[src/rtl/lfb_pkg.sv]
// Package: shared state type and burst-cap decoding for the line-fetch
// burst generator. Assumes 16-byte interconnect beats.
package lfb_pkg;

    typedef enum logic [2:0] {
        ST_IDLE = 3'd0,
        ST_LINE = 3'd1,
        ST_RUN  = 3'd2,
        ST_DONE = 3'd3,
        ST_HOLD = 3'd4
    } lfb_state_t;

    localparam logic [1:0] CAP_RESET_CODE = 2'd2;

    // Decode the 2-bit cap code into a beat count.
    function automatic logic [3:0] cap_beats(input logic [1:0] code);
        case (code)
            2'd0:    cap_beats = 4'd2;
            2'd1:    cap_beats = 4'd4;
            default: cap_beats = 4'd8;
        endcase
    endfunction

endpackage

[src/rtl/lfb_cap_reg.sv]
// Module: holds the burst-cap code. Resets to the 8-beat code and accepts
// writes only while unlocked (block disabled and idle).
module lfb_cap_reg (
    input  logic       clk,
    input  logic       rst_n,
    input  logic       lock,
    input  logic       wr,
    input  logic [1:0] wdata,
    output logic [1:0] code
);
    import lfb_pkg::*;

    // Update the cap code on an unlocked write.
    always_ff @(posedge clk) begin
        if (!rst_n)
            code <= CAP_RESET_CODE;
        else if (wr && !lock)
            code <= wdata;
    end
endmodule

[src/rtl/lfb_line_walker.sv]
// Module: tracks plane and line, and produces each line's start byte address
// by adding the row stride. Assumes height >= 1; config sampled on load.
module lfb_line_walker #(
    parameter int ADDR_W = 32,
    parameter int PIX_W  = 12,
    parameter int LINE_W = 12,
    parameter int BPP_W  = 3,
    parameter int INC_W  = 16,
    parameter int LEN_W  = PIX_W + BPP_W
) (
    input  logic              clk,
    input  logic              rst_n,
    input  logic              load,
    input  logic              adv_line,
    input  logic [ADDR_W-1:0] luma_base,
    input  logic [ADDR_W-1:0] chroma_base,
    input  logic              two_plane,
    input  logic [PIX_W-1:0]  x0,
    input  logic [BPP_W-1:0]  bpp,
    input  logic [PIX_W-1:0]  width,
    input  logic [LINE_W-1:0] height,
    input  logic [INC_W-1:0]  row_inc,
    output logic [ADDR_W-1:0] line_addr,
    output logic [LEN_W-1:0]  line_beats,
    output logic              last_line
);
    localparam int SUM_W = LEN_W + 1;

    logic [ADDR_W-1:0] x_off, stride, chroma_start;
    logic [LEN_W-1:0]  line_bytes;
    logic [SUM_W-1:0]  rounded;
    logic [LINE_W-1:0] y, last_y;
    logic              plane, two_q;

    // Combinational geometry from the live configuration.
    always_comb begin
        x_off      = ADDR_W'(x0) * ADDR_W'(bpp);
        line_bytes = LEN_W'(width) * LEN_W'(bpp);
        rounded    = SUM_W'(line_bytes) + SUM_W'(15);
    end

    // Plane, line and address bookkeeping.
    always_ff @(posedge clk) begin
        if (!rst_n) begin
            y <= '0; last_y <= '0; plane <= 1'b0; two_q <= 1'b0;
            line_addr <= '0; stride <= '0; chroma_start <= '0; line_beats <= '0;
        end else if (load) begin
            y            <= '0;
            last_y       <= height - LINE_W'(1);
            plane        <= 1'b0;
            two_q        <= two_plane;
            line_addr    <= luma_base + x_off;
            chroma_start <= chroma_base + x_off;
            stride       <= ADDR_W'(line_bytes) + ADDR_W'(row_inc);
            line_beats   <= LEN_W'(rounded >> 4);
        end else if (adv_line) begin
            if (y == last_y) begin
                y         <= '0;
                plane     <= 1'b1;
                line_addr <= chroma_start;
            end else begin
                y         <= y + LINE_W'(1);
                line_addr <= line_addr + stride;
            end
        end
    end

    // Last line of the last plane.
    always_comb last_line = (y == last_y) && (plane || !two_q);
endmodule

[src/rtl/lfb_burst_sizer.sv]
// Module: picks the largest burst (8, 4, 2) allowed by the cap, the beat
// alignment and the beats remaining in the line; falls back to one beat.
module lfb_burst_sizer #(
    parameter int LEN_W = 15
) (
    input  logic [2:0]       beat_lo,
    input  logic [LEN_W-1:0] remain,
    input  logic [3:0]       cap,
    output logic [3:0]       beats
);
    // Priority choice from the longest candidate down.
    always_comb begin
        if (cap >= 4'd8 && remain >= LEN_W'(8) && beat_lo == 3'd0)
            beats = 4'd8;
        else if (cap >= 4'd4 && remain >= LEN_W'(4) && beat_lo[1:0] == 2'd0)
            beats = 4'd4;
        else if (remain >= LEN_W'(2) && !beat_lo[0])
            beats = 4'd2;
        else
            beats = 4'd1;
    end
endmodule

[src/rtl/linefetch_burst_gen.sv]
// Module: top of the line-fetch burst generator. Sequences frame, plane and
// line, walks a beat cursor through each line and issues one request per
// handshake. Assumes width >= 1, height >= 1.
module linefetch_burst_gen #(
    parameter int ADDR_W = 32,
    parameter int PIX_W  = 12,
    parameter int LINE_W = 12,
    parameter int BPP_W  = 3,
    parameter int INC_W  = 16
) (
    input  logic              clk,
    input  logic              rst_n,
    input  logic              enable,
    input  logic [ADDR_W-1:0] cfg_luma_base,
    input  logic [ADDR_W-1:0] cfg_chroma_base,
    input  logic              cfg_two_plane,
    input  logic [PIX_W-1:0]  cfg_x0,
    input  logic [BPP_W-1:0]  cfg_bpp,
    input  logic [PIX_W-1:0]  cfg_width,
    input  logic [LINE_W-1:0] cfg_height,
    input  logic [INC_W-1:0]  cfg_row_inc,
    input  logic              cfg_burst_wr,
    input  logic [1:0]        cfg_burst_code,
    output logic              req_valid,
    input  logic              req_ready,
    output logic [ADDR_W-1:0] req_addr,
    output logic [3:0]        req_beats,
    output logic              done
);
    import lfb_pkg::*;

    localparam int LEN_W  = PIX_W + BPP_W;
    localparam int BEAT_W = ADDR_W - 4;

    lfb_state_t        state;
    logic [BEAT_W-1:0] cur;
    logic [LEN_W-1:0]  remain, line_beats;
    logic [ADDR_W-1:0] line_addr;
    logic [1:0]        max_code;
    logic [3:0]        beats;
    logic              last_line, load, adv_line, hs, line_end;

    lfb_cap_reg u_cap (
        .clk(clk), .rst_n(rst_n), .lock(enable || state != ST_IDLE),
        .wr(cfg_burst_wr), .wdata(cfg_burst_code), .code(max_code)
    );

    lfb_line_walker #(
        .ADDR_W(ADDR_W), .PIX_W(PIX_W), .LINE_W(LINE_W),
        .BPP_W(BPP_W), .INC_W(INC_W), .LEN_W(LEN_W)
    ) u_walk (
        .clk(clk), .rst_n(rst_n), .load(load), .adv_line(adv_line),
        .luma_base(cfg_luma_base), .chroma_base(cfg_chroma_base),
        .two_plane(cfg_two_plane), .x0(cfg_x0), .bpp(cfg_bpp),
        .width(cfg_width), .height(cfg_height), .row_inc(cfg_row_inc),
        .line_addr(line_addr), .line_beats(line_beats), .last_line(last_line)
    );

    lfb_burst_sizer #(.LEN_W(LEN_W)) u_size (
        .beat_lo(cur[2:0]), .remain(remain), .cap(cap_beats(max_code)),
        .beats(beats)
    );

    // Handshake and line-transition strobes.
    always_comb begin
        hs       = (state == ST_RUN) && req_ready;
        line_end = hs && (remain == LEN_W'(beats));
        load     = (state == ST_IDLE) && enable;
        adv_line = line_end && !last_line;
    end

    // Frame sequencer and beat cursor.
    always_ff @(posedge clk) begin
        if (!rst_n) begin
            state  <= ST_IDLE;
            cur    <= '0;
            remain <= '0;
        end else begin
            case (state)
                ST_IDLE: if (enable) state <= ST_LINE;
                ST_LINE: begin
                    cur    <= line_addr[ADDR_W-1:4];
                    remain <= line_beats;
                    state  <= ST_RUN;
                end
                ST_RUN: if (hs) begin
                    if (line_end)
                        state <= last_line ? ST_DONE : ST_LINE;
                    else begin
                        cur    <= cur + BEAT_W'(beats);
                        remain <= remain - LEN_W'(beats);
                    end
                end
                ST_DONE: state <= ST_HOLD;
                ST_HOLD: if (!enable) state <= ST_IDLE;
                default: state <= ST_IDLE;
            endcase
        end
    end

    // Request and completion outputs.
    always_comb begin
        req_valid = (state == ST_RUN);
        req_addr  = {cur, 4'b0000};
        req_beats = beats;
        done      = (state == ST_DONE);
    end
endmodule

[config.mk]
export PLATFORM = sky130hd
export DESIGN_NAME = linefetch_burst_gen
export DESIGN_NICKNAME = d
export VERILOG_FILES = /design/src/rtl/lfb_pkg.sv /design/src/rtl/lfb_cap_reg.sv /design/src/rtl/lfb_line_walker.sv /design/src/rtl/lfb_burst_sizer.sv /design/src/rtl/linefetch_burst_gen.sv
export SDC_FILE = /design/constraint.sdc
export NUM_CORES = 1
export LEC_CHECK = 0
export BUFFER_PORTS_ARGS = -buffer_cell sky130_fd_sc_hd__buf_2
export CORE_ASPECT_RATIO = 0.6
export CORE_MARGIN = 3
export CORE_UTILIZATION = 52
export CTS_CLUSTER_DIAMETER = 100
export DETAILED_ROUTE_END_ITERATION = 6
export PLACE_DENSITY = 0.72
export SYNTH_ARGS = -nofsm -noshare
export SYNTH_HDL_FRONTEND = slang
export SYNTH_HIERARCHICAL = 1
export SYNTH_SLANG_ARGS = --single-unit
[constraint.sdc]
create_clock -name clk -period 12.6 [get_ports clk]
set_input_delay 0 -clock clk [delete_from_list [all_inputs] [get_ports clk]]
set_output_delay 0 -clock clk [all_outputs]
set_load 0.005 [all_outputs]
==> impl_metrics.toml, run 1 <==
[critical_path]
cp.arrival_ps = 5690
crit_type = "in -> reg"
critical_path.top_delay_family = "compound AO/OA/AOI/OAI gates"
start_kind = "input pin"
cp_max_fo = 24
critPathRequiredTime_ps = 12970
reg2reg_depth = 15
path_common_cell = "inv_1"
r2r-end = "u_walk/line_addr[28]"
slowest_stage = "a31oi_1"
r2r_setup_slack_ps = 7490
critPathBufInv = 5
path_cells = "buf_2 -> nand2_1 -> fa_1 -> inv_1 -> ha_1 -> inv_1 -> fa_1 -> inv_1 -> a21oi_1 -> o21bai_1 -> a21o_1 -> a21o_1 -> a311oi_1 -> o211ai_1 -> xor2_1 -> ha_1 -> and4_1 -> and3_1 -> nand3_1 -> a31oi_1 -> o2111ai_1 -> xor2_1 -> dlygate4sd3_1 -> o21ai_0"
worstSetupEndpointType = "flip-flop"
max_stage_delay_ps = 690
timing.rr.start = "remain[4]"

[global_route]
grt_use_total = 0.288
grt_pass1_vias = 13100
grt_max_degree = 73
grt_pass1_wl_mm = 68.7
antenna_found_initial = 1
grt.overflow.total = 0

[route]
totalWireLength_mm = 43.0
drc_errors = 0
drt-wirelength-per-cell_um = 18.6
drt_pass1_iterations = 5
vias_per_cell = 6.08
vias = 14100
final_antenna_net_count = 0
drt_iter0_markers = 1598

[cells_and_area]
drive_gt1_frac = 0.134
nNetsFinal = 2199
areaGrowthSynthToFinish_pct = 15.0
mostFrequentLayoutCells = "nand2_1 (172), dfxtp_1 (167), buf_2 (160)"
layout_commonest_cell = "nand2_1"
final-seq-area_sq_um = 3340
num-fill-cells = 2366
multi_input_area_sq_um = 10100

[hold_path]
hold_path_class = "in -> reg"
whs_path_depth = 4
min_to = "u_walk/stride[1]"
min_from = "cfg_row_inc[1]"

[timing]
slew_headroom = 0.307
clock.fmax_mhz = 188
hold_viol = 0
setup_viol = 0
rsz0062_at_grt = "no"
drv_slew = 0
finalSetupTns_ps = 0
final.setup.worst_slack_ps = 7280
min_period_ps = 5320
tightest_slew_ps = 1010
post-route-period-util = 0.422
fin_skew_ps = 12.2
hold_ws_ps = 17.4

[die]
fp.dieH_um = 134
core-area_sq_um = 26600
rows = 46
start_util = 0.533
io_pins = 165
die_w_um = 219
die-area_sq_um = 29400

[clock_network]
post_cts_buffers = 0
cts-root-buf = "clkbuf_16"
clk_pin_slew_ps = 70
cts_buffers = 17
cts_tree = "done"
clock_latency_ps = 450
clockBufferDepth = 2
htree_num_levels = 4
cts_num_sinks = 167

[power_and_ir_drop]
p_total_mw = 2.23
ir_drop_v = 0.000116
p_leak_nw = 6.81
power_density_nw_per_um2 = 137

[place]
place_ws_ps = 7390
place_congestion = 0.952
io_buffers = 160
place_hpwl_mm = 31.4

[run]
cap_violations = 0

[synth]
syn_inst = 1786
ys_warn_count = 6
syn_area_per_cell_sq_um = 7.94
syn_area_sq_um = 14200

[outcome]
status = "complete, no violations"
## per-layer routing
metal	vias to the layer above	global-route usage	share of wire	wire length [um]
met2	584	0.434	0.43	18500
li1	6815	-	-	-
met5	-	0	0	0
met3	49	0.0577	0.080	3450
met4	0	0.0662	0.016	691
met1	6644	0.425	0.47	20400
## tightest hold or removal path, stage by stage
cell and delay (ps):
buf_2 110, fa_1 170, mux2i_1 70, nor2_1 80
## metrics by stage
step | cells | util | instance area (sq um)
6_report | 2316 | 0.613 | 16300
3_3_place_gp | 2226 | 0.570 | 15200
5_1_grt | 2316 | 0.613 | 16300
4_1_cts | 2315 | 0.613 | 16300
3_5_place_dp | 2226 | 0.570 | 15200
2_1_floorplan | 1791 | - | 14200
## report_power, final
group          leakage (nW)  switching (mW)  internal [mW]  total (mW)
registers              1.37          0.0719          0.598       0.670
clock network         0.272           0.240          0.292       0.532
logic                  5.16           0.608          0.420        1.03
total                  6.81           0.920           1.31        2.23
## flip-flops by register name (all words and copies together), names as in the netlist
signal / count
u_walk/line_addr: 32
u_walk/chroma_start: 32
u_walk/y: 12
u_walk/plane: 1
u_cap/code: 2
cur: 28
u_walk/two_q: 1
state: 3
u_walk/stride: 17
u_walk/line_beats: 12
remain: 15
u_walk/last_y: 12
## cell type report
class                   instances  area share
inverters                      83      0.0191
multi-input cells            1442       0.622
repair buffers                231      0.0906
diodes                          1    0.000153
flip-flops and latches        167       0.205
clock buffers                  17      0.0261
clock inverters                15     0.00936
well taps                     360      0.0276
## what timing repair did
action | CTS | global route
gates resized for setup | 0 | 0
endpoints found under the setup margin | 0 | 0
endpoints found under the hold margin | 50 | 0
hold buffers | 57 | 0
## how the worst max path moves through the flow
stage | slack [ps] | cells past startpoint | start | to
final | 7280 | 24 | cfg_bpp[2] | u_walk/chroma_start[20]
after CTS | 7380 | 24 | cfg_bpp[2] | u_walk/chroma_start[20]
after global placement | 7470 | 23 | cfg_bpp[2] | u_walk/line_addr[17]
after detailed placement | 7390 | 19 | cfg_bpp[2] | u_walk/line_addr[17]
after global routing | 6880 | 24 | cfg_bpp[2] | u_walk/chroma_start[20]
after floorplan | 8140 | 23 | cfg_bpp[2] | u_walk/chroma_start[16]
Note: power is estimated with default switching activity, not from simulation.
==> run 2: changes to the inputs <==
--- a/config.mk
+++ b/config.mk
@@ -11,7 +11,7 @@
 export CORE_UTILIZATION = 52
 export CTS_CLUSTER_DIAMETER = 100
 export DETAILED_ROUTE_END_ITERATION = 6
-export PLACE_DENSITY = 0.72
+export PLACE_DENSITY = 0.75
 export SYNTH_ARGS = -nofsm -noshare
 export SYNTH_HDL_FRONTEND = slang
 export SYNTH_HIERARCHICAL = 1
==> constraint.sdc (replaced) <==
create_clock -name clk -period 4.55 [get_ports clk]
set_input_delay 0 -clock clk [delete_from_list [all_inputs] [get_ports clk]]
set_output_delay 0 -clock clk [all_outputs]
set_load 0.005 [all_outputs]
==> impl_metrics.toml, run 2 (synthesis results as in run 1) <==
[critical_path]
r2r_setup_slack_ps = 280
cp.arrival_ps = 4580
cp_max_fo = 8
worstSetupEndpointType = "flip-flop"
start_kind = "input pin"
worstSetupEndpoint = "u_walk/chroma_start[29]"
reg2reg_depth = 15
crit_type = "in -> reg"
r2r-end = "u_walk/line_addr[15]"
timing.rr.start = "remain[9]"
cp-startpoint = "cfg_bpp[1]"
critPathRequiredTime_ps = 4840

[power_and_ir_drop]
ir_drop_v = 0.000294
power_density_nw_per_um2 = 377
p_leak_nw = 7.05

[global_route]
grt_max_degree = 73
antenna_found_initial = 0
grt.overflow.total = 0
grt_use_total = 0.295
grt_pass1_wl_mm = 70.4
grt_pass1_vias = 13700

[timing]
final.setup.worst_slack_ps = 269
min_period_ps = 4280
drv_slew = 0
clock.fmax_mhz = 234
hold_viol = 0
slew_headroom = 0.140
setup_viol = 0
fin_skew_ps = 11.4
hold_ws_ps = 17.4
post-route-period-util = 0.941
tightest_slew_ps = 1290

[die]
core-area_sq_um = 26600
start_util = 0.533
die-area_sq_um = 29400
fp.dieH_um = 134
rows = 46
die_w_um = 219
io_pins = 165

[clock_network]
cts_tree = "done"
cts_num_sinks = 167
htree_num_levels = 4
cts_buffers = 17
clockBufferDepth = 2
cts-root-buf = "clkbuf_16"
clock_latency_ps = 440
clk_pin_slew_ps = 70

[cells_and_area]
reg_top3 = "u_walk/chroma_start (32), u_walk/line_addr (32), cur (28)"
num-fill-cells = 2353
mostFrequentLayoutCells = "nand2_1 (171), dfxtp_1 (167), buf_2 (160)"
drive_gt1_frac = 0.156
antennaDiodeCount = 0
areaGrowthSynthToFinish_pct = 17.6
layout_commonest_cell = "nand2_1"
nNetsFinal = 2248

[route]
totalWireLength_mm = 44.1
drt_pass1_iterations = 6
drc_errors = 0
drt-wirelength-per-cell_um = 18.7
final_antenna_net_count = 0
vias_per_cell = 6.13
drt_iter0_markers = 1439
vias = 14500

[place]
io_buffers = 160
place_congestion = 0.983
place_ws_ps = -213
place_hpwl_mm = 32.8

[hold_path]
hold_path_class = "in -> reg"
min_from = "cfg_row_inc[1]"

[run]
cap_violations = 0

[outcome]
status = "complete, no violations"
==> run 2: cell count changes in the layout (fill, tap and decap cells not counted), moves of 2 or more <==
cell,delta
buf_4,+50
o21ai_0,-4
o21ai_1,+4
clkinvlp_4,-2
dlygate4sd3_1,-2
==> run 2: timing repair <==
action                                 CTS  global route
resized for setup                        0             9
endpoints found under the hold margin   51             0
setup endpoints to repair                0            18
hold buffers                            55             0
buffers inserted                         0             2
==> run 2: routing by layer <==
layer  vias to the layer above  GRT usage  part of all wire
met1                      6906      0.426              0.46
met5                         -          0                 0
met3                        58     0.0589             0.090
met2                       606      0.450              0.43
li1                       6913          -                 -
met4                         0     0.0741             0.017
==> run 2: through the flow <==
stage / total power [mW] / instances / setup TNS (ps) / instance area [sq um] / util
global placement: 4.65 / 2275 / 0 / 15500 / 0.584
global route: 6.68 / 2364 / -13.6 / 16700 / 0.627
floorplan: 3.88 / 1791 / 0 / 14200 / -
finish: 6.28 / 2364 / 0 / 16700 / 0.627
CTS: 6.23 / 2362 / 0 / 16600 / 0.626
detailed placement: 4.74 / 2275 / -2640 / 15500 / 0.584
==> run 2: layout make-up <==
cell class	instances	area, sq um	area share
Clock buffer	19	443	0.0266
Clock inverter	13	123	0.00735
Inverter	83	312	0.0187
Multi-Input combinational cell	1442	10200	0.609
Sequential cell	167	3340	0.200
Tap cell	360	450	0.0270
Timing Repair Buffer	280	1850	0.111
==> run 2: power by group <==
| group | internal, mW | switching (mW) | leakage [nW] | total, mW |
|---|---|---|---|---|
| Clock | 0.775 | 0.662 | 0.272 | 1.44 |
| Combinational | 1.26 | 1.73 | 5.41 | 2.99 |
| Sequential | 1.66 | 0.199 | 1.37 | 1.86 |
==> run 2: worst min-delay path by stage <==
stage                  endpoint  slack (ps)  depth (start not counted)
6_report       u_walk/stride[1]          20                          4
3_5_place_dp   u_walk/last_y[0]         230                          2
2_1_floorplan     u_cap/code[1]          90                          1
4_1_cts        u_walk/stride[1]           8                          4
3_3_place_gp   u_walk/last_y[0]         230                          2
5_1_grt        u_walk/stride[1]          30                          4
==> run 2: worst max-delay path, stage by stage <==
cell	delay, ps
buf_2	150
nand2_1	90
fa_1	500
inv_1	40
ha_1	200
inv_1	70
fa_1	210
inv_1	60
a21oi_1	160
o21bai_1	150
a21o_1	210
a21o_1	200
a311oi_1	260
buf_4	160
xnor2_1	130
ha_1	280
a21o_1	210
a21o_1	200
a2111oi_0	420
o211ai_1	240
nand2_2	220
nand4b_1	160
xor2_1	180
a21oi_1	80
